## config.mk

```make
export PLATFORM = sky130hd
export DESIGN_NAME = cfg_route_decoder
export DESIGN_NICKNAME = d
export VERILOG_FILES = /design/src/rtl/cfg_route_pkg.sv /design/src/rtl/cfg_claim_decode.sv /design/src/rtl/cfg_route_reg.sv /design/src/rtl/cfg_cpl_build.sv /design/src/rtl/cfg_route_decoder.sv
export SDC_FILE = /design/constraint.sdc
export NUM_CORES = 1
export LEC_CHECK = 0
export BUFFER_PORTS_ARGS = -buffer_cell sky130_fd_sc_hd__buf_4
export CORE_UTILIZATION = 46
export CTS_CLUSTER_DIAMETER = 80
export DETAILED_ROUTE_END_ITERATION = 7
export PLACE_DENSITY = 0.92
export SETUP_SLACK_MARGIN = 0.15
export SKIP_LAST_GASP = 1
export SLEW_MARGIN = 20
export SYNTH_ARGS = -nofsm -noshare
export SYNTH_HDL_FRONTEND = slang
export SYNTH_SLANG_ARGS = --single-unit
```

## constraint.sdc

```tcl
create_clock -name clk -period 1.9 [get_ports clk]
set_clock_uncertainty 0.05 [all_clocks]
set_input_delay 0.285 -clock clk [delete_from_list [all_inputs] [get_ports clk]]
set_output_delay 0.285 -clock clk [all_outputs]
set_load 0.02 [all_outputs]
```

## src/rtl/cfg_route_pkg.sv

```systemverilog
package cfg_route_pkg;

    typedef enum logic [1:0] {
        ROUTE_INTERNAL   = 2'd0,
        ROUTE_BRIDGE     = 2'd1,
        ROUTE_DOWNSTREAM = 2'd2
    } route_e;

    typedef enum logic {
        PKT_TYPE0 = 1'b0,
        PKT_TYPE1 = 1'b1
    } pkt_e;

    typedef enum logic [1:0] {
        ST_IDLE    = 2'd0,
        ST_ROUTE   = 2'd1,
        ST_WAIT_DN = 2'd2,
        ST_CPL     = 2'd3
    } state_e;

endpackage

```

## src/rtl/cfg_claim_decode.sv

```systemverilog
module cfg_claim_decode
    import cfg_route_pkg::*;
#(
    parameter int NDEV  = 8,
    parameter int BUS_W = 8,
    parameter int DEV_W = 5
) (
    input  logic [BUS_W-1:0] bus,
    input  logic [DEV_W-1:0] dev,
    input  logic [NDEV-1:0]  dev_enable,
    input  logic [NDEV-1:0]  fn0_present,
    input  logic [BUS_W-1:0] sec_bus,
    input  logic [BUS_W-1:0] sub_bus,
    output route_e           route,
    output pkt_e             ptype
);

    logic [NDEV-1:0] dev_hit;
    logic            bus_zero;
    logic            internal_claim;
    logic            in_window;

    // One comparator per on-chip device slot.
    for (genvar g = 0; g < NDEV; g++) begin : g_slot
        assign dev_hit[g] = (int'(dev) == g) && dev_enable[g] && fn0_present[g];
    end

    assign bus_zero       = (bus == '0);
    assign internal_claim = bus_zero && (|dev_hit);
    assign in_window      = !bus_zero && (bus >= sec_bus) && (bus <= sub_bus);

    always_comb begin
        if (internal_claim) begin
            route = ROUTE_INTERNAL;
            ptype = PKT_TYPE0;
        end else if (in_window) begin
            route = ROUTE_BRIDGE;
            ptype = (bus == sec_bus) ? PKT_TYPE0 : PKT_TYPE1;
        end else begin
            route = ROUTE_DOWNSTREAM;
            ptype = bus_zero ? PKT_TYPE0 : PKT_TYPE1;
        end
    end

endmodule

```

## src/rtl/cfg_route_reg.sv

```systemverilog
module cfg_route_reg
    import cfg_route_pkg::*;
#(
    parameter int BUS_W  = 8,
    parameter int DEV_W  = 5,
    parameter int FN_W   = 3,
    parameter int REG_W  = 12,
    parameter int DATA_W = 32
) (
    input  logic              clk,
    input  logic              rst_n,
    input  logic              load,
    input  route_e            route_in,
    input  pkt_e              ptype_in,
    input  logic [BUS_W-1:0]  bus_in,
    input  logic [DEV_W-1:0]  dev_in,
    input  logic [FN_W-1:0]   fn_in,
    input  logic [REG_W-1:0]  reg_in,
    input  logic              write_in,
    input  logic [DATA_W-1:0] wdata_in,
    output route_e            route_q,
    output pkt_e              ptype_q,
    output logic [BUS_W-1:0]  bus_q,
    output logic [DEV_W-1:0]  dev_q,
    output logic [FN_W-1:0]   fn_q,
    output logic [REG_W-1:0]  reg_q,
    output logic              write_q,
    output logic [DATA_W-1:0] wdata_q
);

    always_ff @(posedge clk or negedge rst_n) begin
        if (!rst_n) begin
            route_q <= ROUTE_INTERNAL;
            ptype_q <= PKT_TYPE0;
            bus_q   <= '0;
            dev_q   <= '0;
            fn_q    <= '0;
            reg_q   <= '0;
            write_q <= 1'b0;
            wdata_q <= '0;
        end else if (load) begin
            route_q <= route_in;
            ptype_q <= ptype_in;
            bus_q   <= bus_in;
            dev_q   <= dev_in;
            fn_q    <= fn_in;
            reg_q   <= reg_in;
            write_q <= write_in;
            wdata_q <= wdata_in;
        end
    end

endmodule

```

## src/rtl/cfg_cpl_build.sv

```systemverilog
module cfg_cpl_build #(
    parameter int DATA_W = 32
) (
    input  logic              clk,
    input  logic              rst_n,
    input  logic              load,
    input  logic              is_write,
    input  logic              claimed,
    input  logic [DATA_W-1:0] dn_rdata,
    output logic              abort_q,
    output logic [DATA_W-1:0] rdata_q
);

    logic [DATA_W-1:0] rdata_d;

    always_comb begin
        if (is_write)     rdata_d = '0;
        else if (claimed) rdata_d = dn_rdata;
        else              rdata_d = '1;
    end

    always_ff @(posedge clk or negedge rst_n) begin
        if (!rst_n) begin
            abort_q <= 1'b0;
            rdata_q <= '0;
        end else if (load) begin
            abort_q <= !claimed;
            rdata_q <= rdata_d;
        end
    end

endmodule

```

## src/rtl/cfg_route_decoder.sv

```systemverilog
module cfg_route_decoder
    import cfg_route_pkg::*;
#(
    parameter int NDEV   = 8,
    parameter int BUS_W  = 8,
    parameter int DEV_W  = 5,
    parameter int FN_W   = 3,
    parameter int REG_W  = 12,
    parameter int DATA_W = 32
) (
    input  logic              clk,
    input  logic              rst_n,
    input  logic [NDEV-1:0]   dev_enable,
    input  logic [NDEV-1:0]   fn0_present,
    input  logic [BUS_W-1:0]  sec_bus,
    input  logic [BUS_W-1:0]  sub_bus,
    input  logic              req_valid,
    output logic              req_ready,
    input  logic [BUS_W-1:0]  req_bus,
    input  logic [DEV_W-1:0]  req_dev,
    input  logic [FN_W-1:0]   req_fn,
    input  logic [REG_W-1:0]  req_reg,
    input  logic              req_write,
    input  logic [DATA_W-1:0] req_wdata,
    output logic              rt_valid,
    input  logic              rt_ready,
    output logic [1:0]        rt_route,
    output logic              rt_type,
    output logic [BUS_W-1:0]  rt_bus,
    output logic [DEV_W-1:0]  rt_dev,
    output logic [FN_W-1:0]   rt_fn,
    output logic [REG_W-1:0]  rt_reg,
    output logic              rt_write,
    output logic [DATA_W-1:0] rt_wdata,
    input  logic              dn_cpl_valid,
    output logic              dn_cpl_ready,
    input  logic              dn_cpl_claimed,
    input  logic [DATA_W-1:0] dn_cpl_rdata,
    output logic              cpl_valid,
    input  logic              cpl_ready,
    output logic              cpl_abort,
    output logic              cpl_write,
    output logic [DATA_W-1:0] cpl_rdata
);

    state_e state_q, state_d;
    route_e dec_route, held_route;
    pkt_e   dec_type, held_type;
    logic   req_fire, rt_fire, dn_fire, cpl_fire, held_is_dn;

    cfg_claim_decode #(.NDEV(NDEV), .BUS_W(BUS_W), .DEV_W(DEV_W)) u_decode (
        .bus         (req_bus),
        .dev         (req_dev),
        .dev_enable  (dev_enable),
        .fn0_present (fn0_present),
        .sec_bus     (sec_bus),
        .sub_bus     (sub_bus),
        .route       (dec_route),
        .ptype       (dec_type)
    );

    cfg_route_reg #(
        .BUS_W(BUS_W), .DEV_W(DEV_W), .FN_W(FN_W), .REG_W(REG_W), .DATA_W(DATA_W)
    ) u_hold (
        .clk      (clk),
        .rst_n    (rst_n),
        .load     (req_fire),
        .route_in (dec_route),
        .ptype_in (dec_type),
        .bus_in   (req_bus),
        .dev_in   (req_dev),
        .fn_in    (req_fn),
        .reg_in   (req_reg),
        .write_in (req_write),
        .wdata_in (req_wdata),
        .route_q  (held_route),
        .ptype_q  (held_type),
        .bus_q    (rt_bus),
        .dev_q    (rt_dev),
        .fn_q     (rt_fn),
        .reg_q    (rt_reg),
        .write_q  (rt_write),
        .wdata_q  (rt_wdata)
    );

    cfg_cpl_build #(.DATA_W(DATA_W)) u_cpl (
        .clk      (clk),
        .rst_n    (rst_n),
        .load     (dn_fire),
        .is_write (rt_write),
        .claimed  (dn_cpl_claimed),
        .dn_rdata (dn_cpl_rdata),
        .abort_q  (cpl_abort),
        .rdata_q  (cpl_rdata)
    );

    assign held_is_dn = (held_route == ROUTE_DOWNSTREAM);
    assign rt_route   = held_route;
    assign rt_type    = held_type;
    assign cpl_write  = rt_write;

    assign req_fire = req_valid && req_ready;
    assign rt_fire  = rt_valid && rt_ready;
    assign dn_fire  = dn_cpl_valid && dn_cpl_ready;
    assign cpl_fire = cpl_valid && cpl_ready;

    // State register
    always_ff @(posedge clk or negedge rst_n) begin
        if (!rst_n) state_q <= ST_IDLE;
        else        state_q <= state_d;
    end

    // Transitions
    always_comb begin
        state_d = state_q;
        unique case (state_q)
            ST_IDLE: begin
                if (req_fire) state_d = ST_ROUTE;               // T_ACCEPT
            end
            ST_ROUTE: begin
                if (rt_fire) begin
                    if (held_is_dn)    state_d = ST_WAIT_DN;    // T_ISSUE_DOWN
                    else if (req_fire) state_d = ST_ROUTE;      // T_CHAIN
                    else               state_d = ST_IDLE;       // T_ISSUE_LOCAL
                end
            end
            ST_WAIT_DN: begin
                if (dn_fire) state_d = ST_CPL;                  // T_DN_DONE
            end
            ST_CPL: begin
                if (cpl_fire) state_d = req_fire ? ST_ROUTE      // T_RETIRE_CHAIN
                                                 : ST_IDLE;      // T_RETIRE
            end
            default: state_d = ST_IDLE;
        endcase
    end

    // Outputs
    always_comb begin
        req_ready    = 1'b0;
        rt_valid     = 1'b0;
        dn_cpl_ready = 1'b0;
        cpl_valid    = 1'b0;
        unique case (state_q)
            ST_IDLE:    req_ready = 1'b1;
            ST_ROUTE: begin
                rt_valid  = 1'b1;
                req_ready = rt_ready && !held_is_dn;
            end
            ST_WAIT_DN: dn_cpl_ready = 1'b1;
            ST_CPL: begin
                cpl_valid = 1'b1;
                req_ready = cpl_ready;
            end
            default: ;
        endcase
    end

endmodule

```

Yosys cells after proc, flatten, opt, wreduce, memory -nomap -nowiden:

Index checks and enable logic that the tools add are counted.

* register bits: 99
* bits of input ports: 132
* word-level logic and storage cells: 80

* $lt $le $gt $ge: 2
* equal/unequal tests: 16
* muxes and demuxes: 19
* reduce and logical (&&, ||, !) cells: 32

Operators with widths (number)
* 32-bit 2-to-1 mux: 2
* 1-bit logical AND: 24
* 5-bit by 4-bit == test with 1-bit output, second input constant: 4
* 2-bit 2-to-1 mux: 7
* 5-bit by 3-bit == test with 1-bit output, second input constant: 2
* 8-bit == test: 1
* 8-bit >= comparator: 1
* 8-bit less-or-equal comparator: 1
* 8-bit zero test: 1
* 1-bit 2-to-1 mux: 8
* 2-bit != test, second input constant: 4
* 2-bit one-hot mux with 4 select lines: 1
* 8-bit OR reduction: 1
* 2-bit == test, second input constant: 3
* 5-bit by 2-bit == test with 1-bit output, second input constant: 1
* 5-bit zero test: 1
* 4-bit AND reduction: 1
* 1-bit zero test: 3
* 1-bit one-hot mux with 3 select lines: 1
* 2-bit by 1-bit == test with 1-bit output, second input constant: 1
* 2-bit zero test: 1

Depth between registers and ports, before layout:

Gate-level depths: netlist of the first run.

* depth in word-level cells: 9
* mapped depth: 7

Modules after synthesis:

Synthesis of the first run repeated with hierarchy kept, for this count alone.

* cells, all modules: 377
* area total of the unflattened synthesis: 5118.7 µm²

By module, submodules not included
* cfg_route_reg: instances 1, cells an instance 135, area each 2678.8 µm², sequential area each 1601.5 µm²
* cfg_cpl_build: instances 1, cells an instance 142, area each 1699.1 µm², sequential area each 825.8 µm²
* cfg_claim_decode: instances 1, cells an instance 80, area each 561.8 µm², sequential area each 0.0 µm²
* cfg_route_decoder: instances 1, cells an instance 20, area each 178.9 µm², sequential area each 50.0 µm²

Least setup slack after synthesis of the first run:

No wires, ideal clock.

* kind: flip-flop to flip-flop
* start: reg u_hold.route_q[1]
* end: reg u_hold.fn_q[0]
* library setup time: 0.125 ns
* data arrival time: 1.560 ns
* required time: 1.725 ns
* setup slack: 0.165 ns
* cell stages (with the launch flop): 7
* path buffers: 2
* clock period less this slack: 1.735 ns
* path through: dfrtp_1 -> nor2b_1 -> o21ai_2 -> and3_1 -> buf_6 -> buf_6 -> mux2_4

* longest elaborated chain between the ends: 5

Ends and longest elaborated chain
* start, declared: RTL line cfg_route_reg.sv:21 `output route_e route_q,`
* start signal, assigned: RTL line cfg_route_reg.sv:42 `route_q <= route_in;`
* 2-bit == test: RTL line cfg_route_decoder.sv:97 `assign held_is_dn = (held_route == ROUTE_DOWNSTREAM);`
* 1-bit zero test: RTL line cfg_route_decoder.sv:148 `req_ready = rt_ready && !held_is_dn;`
* 1-bit logical AND: RTL line cfg_route_decoder.sv:148
* 1-bit one-hot mux with 3 select lines: RTL line cfg_route_decoder.sv:144 `unique case (state_q)`
* 1-bit logical AND: RTL line cfg_route_decoder.sv:102 `assign req_fire = req_valid && req_ready;`
* end signal, assigned: RTL line cfg_route_reg.sv:46 `fn_q <= fn_in;`
* end, declared: RTL line cfg_route_reg.sv:25 `output logic [FN_W-1:0] fn_q,`

No other way between the ends.
A chain may end at the register's enable or synchronous reset.

Worst setup path after layout of the first run:

* start: reg u_hold.route_q[1]
* end: reg u_hold.wdata_q[19]

* longest elaborated chain between the ends: 5

Ends and longest elaborated chain
* 2-bit == test: RTL line cfg_route_decoder.sv:97
* 1-bit zero test: RTL line cfg_route_decoder.sv:148
* 1-bit logical AND: RTL line cfg_route_decoder.sv:148
* 1-bit one-hot mux with 3 select lines: RTL line cfg_route_decoder.sv:144
* 1-bit logical AND: RTL line cfg_route_decoder.sv:102
* end signal, assigned: RTL line cfg_route_reg.sv:49 `wdata_q <= wdata_in;`
* end, declared: RTL line cfg_route_reg.sv:28 `output logic [DATA_W-1:0] wdata_q`

No other way between the ends.

==> impl_metrics.csv, run 1 <==
group,metric,value,unit
power,power_frac_comb,54.3,%
timing,tightestPinTransition,0.527,ns
outcome,status,"finished, final reports clean",
die,design.core.area,9820,um^2
die,dieArea,10600,um^2
clocking,cts.reportedPaths.clkPinSlew,0.10,ns
timing,finalHoldViolations,0,
synthesis,async_reset_ff_share,100,%
placement,port_buffers,233,
clocking,cts_max_level,3,
drt,first_pass_iters,4,
power,p_sw_share,38.9,%
drt,wl,12.4,mm
cells_and_area,syn_to_final_growth,50.0,%
global_routing,grt_max_degree,100,
global_routing,grt_use_total,22.5,%
drt,drt_iter0_markers,85,
drt,wl_per_cell,16.4,um
worst_setup_path,path_class,"flip-flop to flip-flop",
synthesis,synth.distinct_cells,37,
drt,drc,0,
run,drv_cap,0,
global_routing,grt_pass1_wl,18.0,mm
worst_setup_path,worst_setup_path_start_kind,"flip-flop",
cells_and_area,final_cell_mix,"245 x buf_4, 99 x dfrtp_1, 46 x nand2_1, 41 x mux2_4, 34 x nor2b_1",
clocking,insertion_delay,0.35,ns
timing,fmax,581,MHz
drt,vias,3849,
clocking,cts-root-buf,"clkbuf_8",
synthesis,yosysWarnings,0,
synthesis,yosysSeqAreaShare,53.1,%
cells_and_area,fillCellCount,678,
drt,ant_nets,0,
die,num_rows,36,
global_routing,grt.overflow.total,0,
die,die-height,103,um
power,power_density,1620,nW/um^2
placement,dp_cells,727,
cells_and_area,final_common_cell,"buf_4",
synthesis,synth_ff_type,"dfrtp_1",
placement,place.gp.congestion,0.828,
power,p_clk_share,12.4,%
synthesis,synth_area,4670,um^2
synthesis,syn_avg_cell_area,12.5,um^2
timing,rsz0062_at_grt,"true",
clocking,clk_path_buf_depth,2,
clocking,cts_tree,"built",
synthesis,ys_seq_elements,99,
timing,relSlewSlack,64.8,%
drt,via_per_inst,5.09,
die,fp.dieW,103,um
worst_setup_path,arrival,1.92,ns
timing,setup_viol,0,
die,start_util,47.6,%
timing,period_share,90.6,%
placement,dp_hpwl,9.28,mm
worst_setup_path,cp_max_fo,7,
synthesis,synth_fp_nets,521,
global_routing,antenna_found_initial,0,
power,switchingPower,4400,uW
cells_and_area,finalNetCount,766,
synthesis,syn_inst,373,
power,p_seq_share,33.3,%
timing,min_period,1.72,ns
clocking,cts_buffers,9,
die,pin_count,234,
timing,maxSlewViolCount,0,
worst_setup_path,end_kind,"flip-flop",
timing,fin_tns_setup,0,ns
global_routing,grt_pass1_vias,3739,
power,vdd_drop_max,842,uV
hold_path,min_path_type,"input pin to flip-flop",
power,leakage,0.00354,uW
cells_and_area,num_antenna_cells,0,
synthesis,synth_edf_count,0,
clocking,cts_sinks,99,
cells_and_area,drive_gt1_share,53.9,%
worst_setup_path,crit_required,2.10,ns
power,internal_power,6920,uW
cells_and_area,final_cells,756,
cell families after synthesis:
family / after synthesis / share of synthesized area, %
AO/OA/AOI/OAI: 54 / 8.15
adder cells (fa/ha/maj): 16 / 4.29
buffers and inverters: 38 / 4.13
flip-flops: 99 / 53.1
multiplexers: 65 / 19.3
AND/OR/NAND/NOR: 101 / 11.1
timing repair:
item,in CTS,in global routing
setup buffers,6,2
hold endpoints to repair,99,0
setup endpoints to repair,33,50
cloned,2,2
pin swaps,0,3
resized for setup,2,7
hold buffers,1,0
flip-flops by register name, indices dropped and copies added (netlist names), named ones only:
name            count
u_hold.fn_q         3
u_cpl.rdata_q      32
u_hold.wdata_q     32
state_q             1
u_hold.bus_q        8
u_hold.ptype_q      1
u_hold.dev_q        5
u_hold.route_q      2
u_hold.reg_q       12
u_hold.write_q      1
u_cpl.abort_q       1
cell usage after synthesis, types with 2 or more instances:
cell | count | area share (%)
o21ai_0 | 3 | 0.32
and4_1 | 2 | 0.38
clkbuf_1 | 9 | 0.72
mux2_1 | 6 | 1.4
buf_6 | 6 | 1.4
buf_1 | 5 | 0.40
a31oi_1 | 2 | 0.27
nor2b_1 | 35 | 4.7
nor4_1 | 2 | 0.27
inv_1 | 16 | 1.3
mux4_2 | 2 | 0.96
nand2_1 | 48 | 3.9
dfrtp_1 | 99 | 53
mux2_2 | 15 | 3.6
and3_1 | 2 | 0.27
o31ai_1 | 33 | 5.3
nand4_1 | 2 | 0.27
mux2i_1 | 2 | 0.43
nand3_1 | 3 | 0.32
ha_1 | 16 | 4.3
a21oi_1 | 9 | 0.96
mux2_4 | 40 | 13
and2_1 | 2 | 0.27
critical path: stages (launching register included):
cell and delay (ns):
dfrtp_1 0.40, nor2b_4 0.14, o21ai_2 0.17, and3_4 0.25, clkbuf_16 0.17, buf_12 0.13
mux2_4 0.30
power groups by stage:
stage / sequential, uW / clock (uW) / combinational [uW]
global placement: 3730 / 0 / 5620
global route: 3900 / 1530 / 6510
CTS: 3760 / 1450 / 6020
finish: 3770 / 1400 / 6150
detailed placement: 3800 / 0 / 5790
floorplan: 4890 / 0 / 2190
area by class of cell:
class                   count  area (um^2)  share of cell area (%)
multi-input cells         236         2030                    29.0
repair buffers            256         2070                    29.5
inverters                  16         60.1                   0.857
clock inverters             7         83.8                    1.20
clock buffers               9          124                    1.77
flip-flops and latches     99         2480                    35.4
well taps                 133          166                    2.38
worst paths after layout:
kind | from | to | slack (ns) | cells after the start
setup / recovery | u_hold.route_q[1]$_DFFE_PN0P_ | u_hold.wdata_q[19]$_DFFE_PN0P_ | 0.18 | 6
hold / removal | req_wdata[28] | u_hold.wdata_q[28]$_DFFE_PN0P_ | 0.09 | 2
setup reg to reg | u_hold.route_q[1]$_DFFE_PN0P_ | u_hold.wdata_q[19]$_DFFE_PN0P_ | 0.18 | 6
hold reg to reg | u_cpl.rdata_q[12]$_DFFE_PN0P_ | u_cpl.rdata_q[12]$_DFFE_PN0P_ | 0.44 | 2
max in group asynchronous | rst_n | u_hold.dev_q[4]$_DFFE_PN0P_ | 0.93 | 3
min in group asynchronous | rst_n | u_cpl.rdata_q[0]$_DFFE_PN0P_ | 0.46 | 3
through the flow:
step	utilization, %	hold WS, ns	area [um^2]	setup WS, ns	power (uW)
global placement	67.2	0.331	6590	0.130	9350
CTS	70.5	0.0698	6920	0.118	11200
detailed placement	67.2	0.343	6590	0.0688	9600
global route	71.3	0.0668	7010	0.120	11900
finish	71.3	0.0874	7010	0.179	11300
floorplan	-	-0.0606	4670	0.165	7070
layer usage:
layer,part of all wire [%],global-route usage [%]
met1,38,24.9
met3,6.8,5.08
met5,0,0
met2,53,41.8
met4,1.8,8.88
Note: power is estimated with default switching activity, not from simulation.
==> run 2: changes to the inputs <==
==> constraint.sdc (replaced) <==
create_clock -name clk -period 1.9 [get_ports clk]
set_clock_uncertainty 0.05 [all_clocks]
set_input_delay 0.095 -clock clk [delete_from_list [all_inputs] [get_ports clk]]
set_output_delay 0.095 -clock clk [all_outputs]
set_load 0.02 [all_outputs]
==> run 2 against run 1 <==
Net effect:
- routed wire length increased by 30%
- combinational power increased by 1%
- critical endpoint is now u_hold.route_q[0]$_DFFE_PN0P_
- die area unchanged
- worst hold slack got worse by 0.074 ns
- final cell count increased by 11%
- non-clock buffer count increased by 81
- first-iteration DRC count increased by 88%
- clock power increased by 3%
- sequential cell count unchanged
- register-to-register slack about the same
- critical path depth increased by 1
==> impl_metrics.csv, run 2 (synthesized netlist as in run 1, its figures left out) <==
group,metric,value,unit
cells_and_area,final_common_cell,"buf_4",
clocking,cts_buffers,9,
timing,period_share,93.6,%
drt,wl_per_cell,19.3,um
run,drv_cap,0,
cells_and_area,fin_util,79.5,%
worst_setup_path,path_delay_family,"buffers and inverters",
global_routing,grt_use_total,29.2,%
die,fp.dieW,103,um
worst_setup_path,path_buf_inv,2,
worst_setup_path,crit_chain,"dlygate4sd3_1 > buf_4 > ha_1 > and4_1 > o31ai_2 > nand2_1 > a32o_1",
cells_and_area,postLayoutCellArea,7800,um^2
hold_path,min_path_type,"input pin to flip-flop",
cells_and_area,final_cell_mix,"247 x buf_4, 97 x dfrtp_1, 84 x dlygate4sd3_1, 47 x nand2_1, 41 x mux2_4",
drt,drc,0,
worst_setup_path,end_kind,"flip-flop",
timing,min_period,1.78,ns
drt,vias,4398,
worst_setup_path,cp_max_fo,4,
worst_setup_path,r2r_end,"u_hold.fn_q[1]$_DFFE_PN0P_",
timing,rsz0062_at_grt,"true",
global_routing,antenna_found_initial,0,
die,start_util,47.6,%
worst_setup_path,cp_slowest_stage_delay,0.54,ns
worst_setup_path,path_class,"input pin to flip-flop",
die,pin_count,234,
cells_and_area,num_antenna_cells,0,
power,finalPower,11600,uW
drt,ant_nets,0,
worst_setup_path,worstReg2RegStart,"u_hold.route_q[1]$_DFFE_PN0P_",
worst_setup_path,crit_required,2.10,ns
cells_and_area,drive_gt1_share,48.4,%
timing,tightestPinTransition,0.666,ns
outcome,status,"finished, final reports clean",
placement,dp_hpwl,9.74,mm
timing,setup_viol,0,
drt,first_pass_iters,4,
die,num_rows,36,
timing,fin_tns_setup,0,ns
clocking,insertion_delay,0.35,ns
worst_setup_path,worstSetupStartpoint,"req_bus[3]",
worst_setup_path,cp-endpoint,"u_hold.route_q[0]$_DFFE_PN0P_",
clocking,clk_path_buf_depth,2,
cells_and_area,finalNetCount,848,
worst_setup_path,crit_cells,7,
cells_and_area,syn_to_final_growth,67.1,%
drt,via_per_inst,5.25,
global_routing,grt_pass1_vias,4466,
clocking,cts_max_level,3,
worst_setup_path,r2r_slack,0.17,ns
clocking,cts.reportedPaths.clkPinSlew,0.09,ns
clocking,cts_sinks,99,
global_routing,grt_pass1_wl,22.9,mm
global_routing,grt.overflow.total,0,
clocking,cts-root-buf,"clkbuf_8",
power,leakage,0.00387,uW
worst_setup_path,reg2reg_depth,5,
placement,dp_cells,732,
cells_and_area,final_cells,838,
drt,drt_iter0_markers,160,
worst_setup_path,cp_slowest_cell,"dlygate4sd3_1",
placement,place.gp.congestion,0.833,
die,die-height,103,um
power,power_density,1490,nW/um^2
timing,fmax,562,MHz
die,dieArea,10600,um^2
placement,port_buffers,233,
power,vdd_drop_max,835,uV
timing,relSlewSlack,55.6,%
worst_setup_path,arrival,1.98,ns
worst_setup_path,worst_setup_path_start_kind,"input pin",
drt,wl,16.2,mm
global_routing,grt_max_degree,55,
die,design.core.area,9820,um^2
timing,maxSlewViolCount,0,
placement,placed_cell_area,6620,um^2
timing,finalHoldViolations,0,
cells_and_area,reg_top3,"u_cpl.rdata_q: 32 flops, u_hold.wdata_q: 32 flops, u_hold.reg_q: 12 flops",
clocking,cts_tree,"built",
==> run 2: changes by cell type in the layout (fill, tap and decap cells not counted), moves of 2 or more <==
| cell | previous run | this run |
|---|---|---|
| dlygate4sd3_1 | 1 | 84 |
| dfrtp_2 | 0 | 2 |
| o31ai_2 | 0 | 2 |
| buf_4 | 245 | 247 |
| nand2_2 | 2 | 0 |
| dfrtp_1 | 99 | 97 |
| clkinvlp_4 | 3 | 0 |
| clkbuf_8 | 9 | 11 |
| inv_8 | 2 | 0 |
| buf_16 | 2 | 0 |
| o31ai_1 | 33 | 31 |
==> run 2: layout make-up <==
| type | count | area (um^2) |
|---|---|---|
| Timing Repair Buffer | 337 | 2810 |
| Clock inverter | 4 | 56.3 |
| Clock buffer | 12 | 155 |
| Inverter | 16 | 60.1 |
| Fill cell | 528 | 2020 |
| Multi-Input combinational cell | 237 | 2070 |
| Sequential cell | 99 | 2480 |
| Tap cell | 133 | 166 |
==> run 2: worst min path at each step <==
stage,from,endpoint,slack [ns],depth (start not counted)
6_report,dn_cpl_rdata[0],u_cpl.rdata_q[0]$_DFFE_PN0P_,0.01,3
5_1_grt,dn_cpl_rdata[0],u_cpl.rdata_q[0]$_DFFE_PN0P_,0.003,3
4_1_cts,dn_cpl_rdata[10],u_cpl.rdata_q[10]$_DFFE_PN0P_,0.002,3
3_5_place_dp,rst_n,u_cpl.rdata_q[27]$_DFFE_PN0P_,0.05,1
3_3_place_gp,rst_n,u_cpl.rdata_q[19]$_DFFE_PN0P_,0.04,1
2_1_floorplan,rst_n,asynchronous set/reset pin,-0.25,0
==> run 2: routing by layer <==
layer	vias to the layer above	routed length [um]	global-route usage (%)
li1	1960	-	-
met1	2156	5820	30.9
met2	225	8660	54.9
met3	57	952	5.42
met4	0	723	15.8
met5	-	0	0
==> run 2: power by group <==
| group | switching [uW] | leakage [uW] | internal [uW] |
|---|---|---|---|
| Clock | 743 | 0.000108 | 695 |
| Sequential | 823 | 0.00119 | 3120 |
| Combinational | 3070 | 0.00257 | 3150 |
| Total | 4640 | 0.00387 | 6970 |
==> run 2: timing repair <==
action,4_1_cts,5_1_grt
setup endpoints to repair,49,59
gates resized for setup,3,13
hold buffers,84,0
endpoints found under the hold margin,116,0
cloned,1,1
setup buffers,2,2
pin swaps,2,6
==> run 2: stage by stage <==
step | hold WS [ns] | setup slack [ns]
floorplan | -0.251 | 0.165
global placement | 0.0357 | 0.0721
detailed placement | 0.0464 | -0.0175
CTS | 0.00230 | 0.150
global route | 0.00302 | 0.0751
finish | 0.0136 | 0.122
==> run 2: worst reg2reg max path, stage by stage, from the launching register on <==
cell	delay [ns]
dfrtp_1	0.41
nor2b_4	0.14
o21ai_2	0.17
and3_4	0.32
buf_12	0.19
mux2_4	0.34
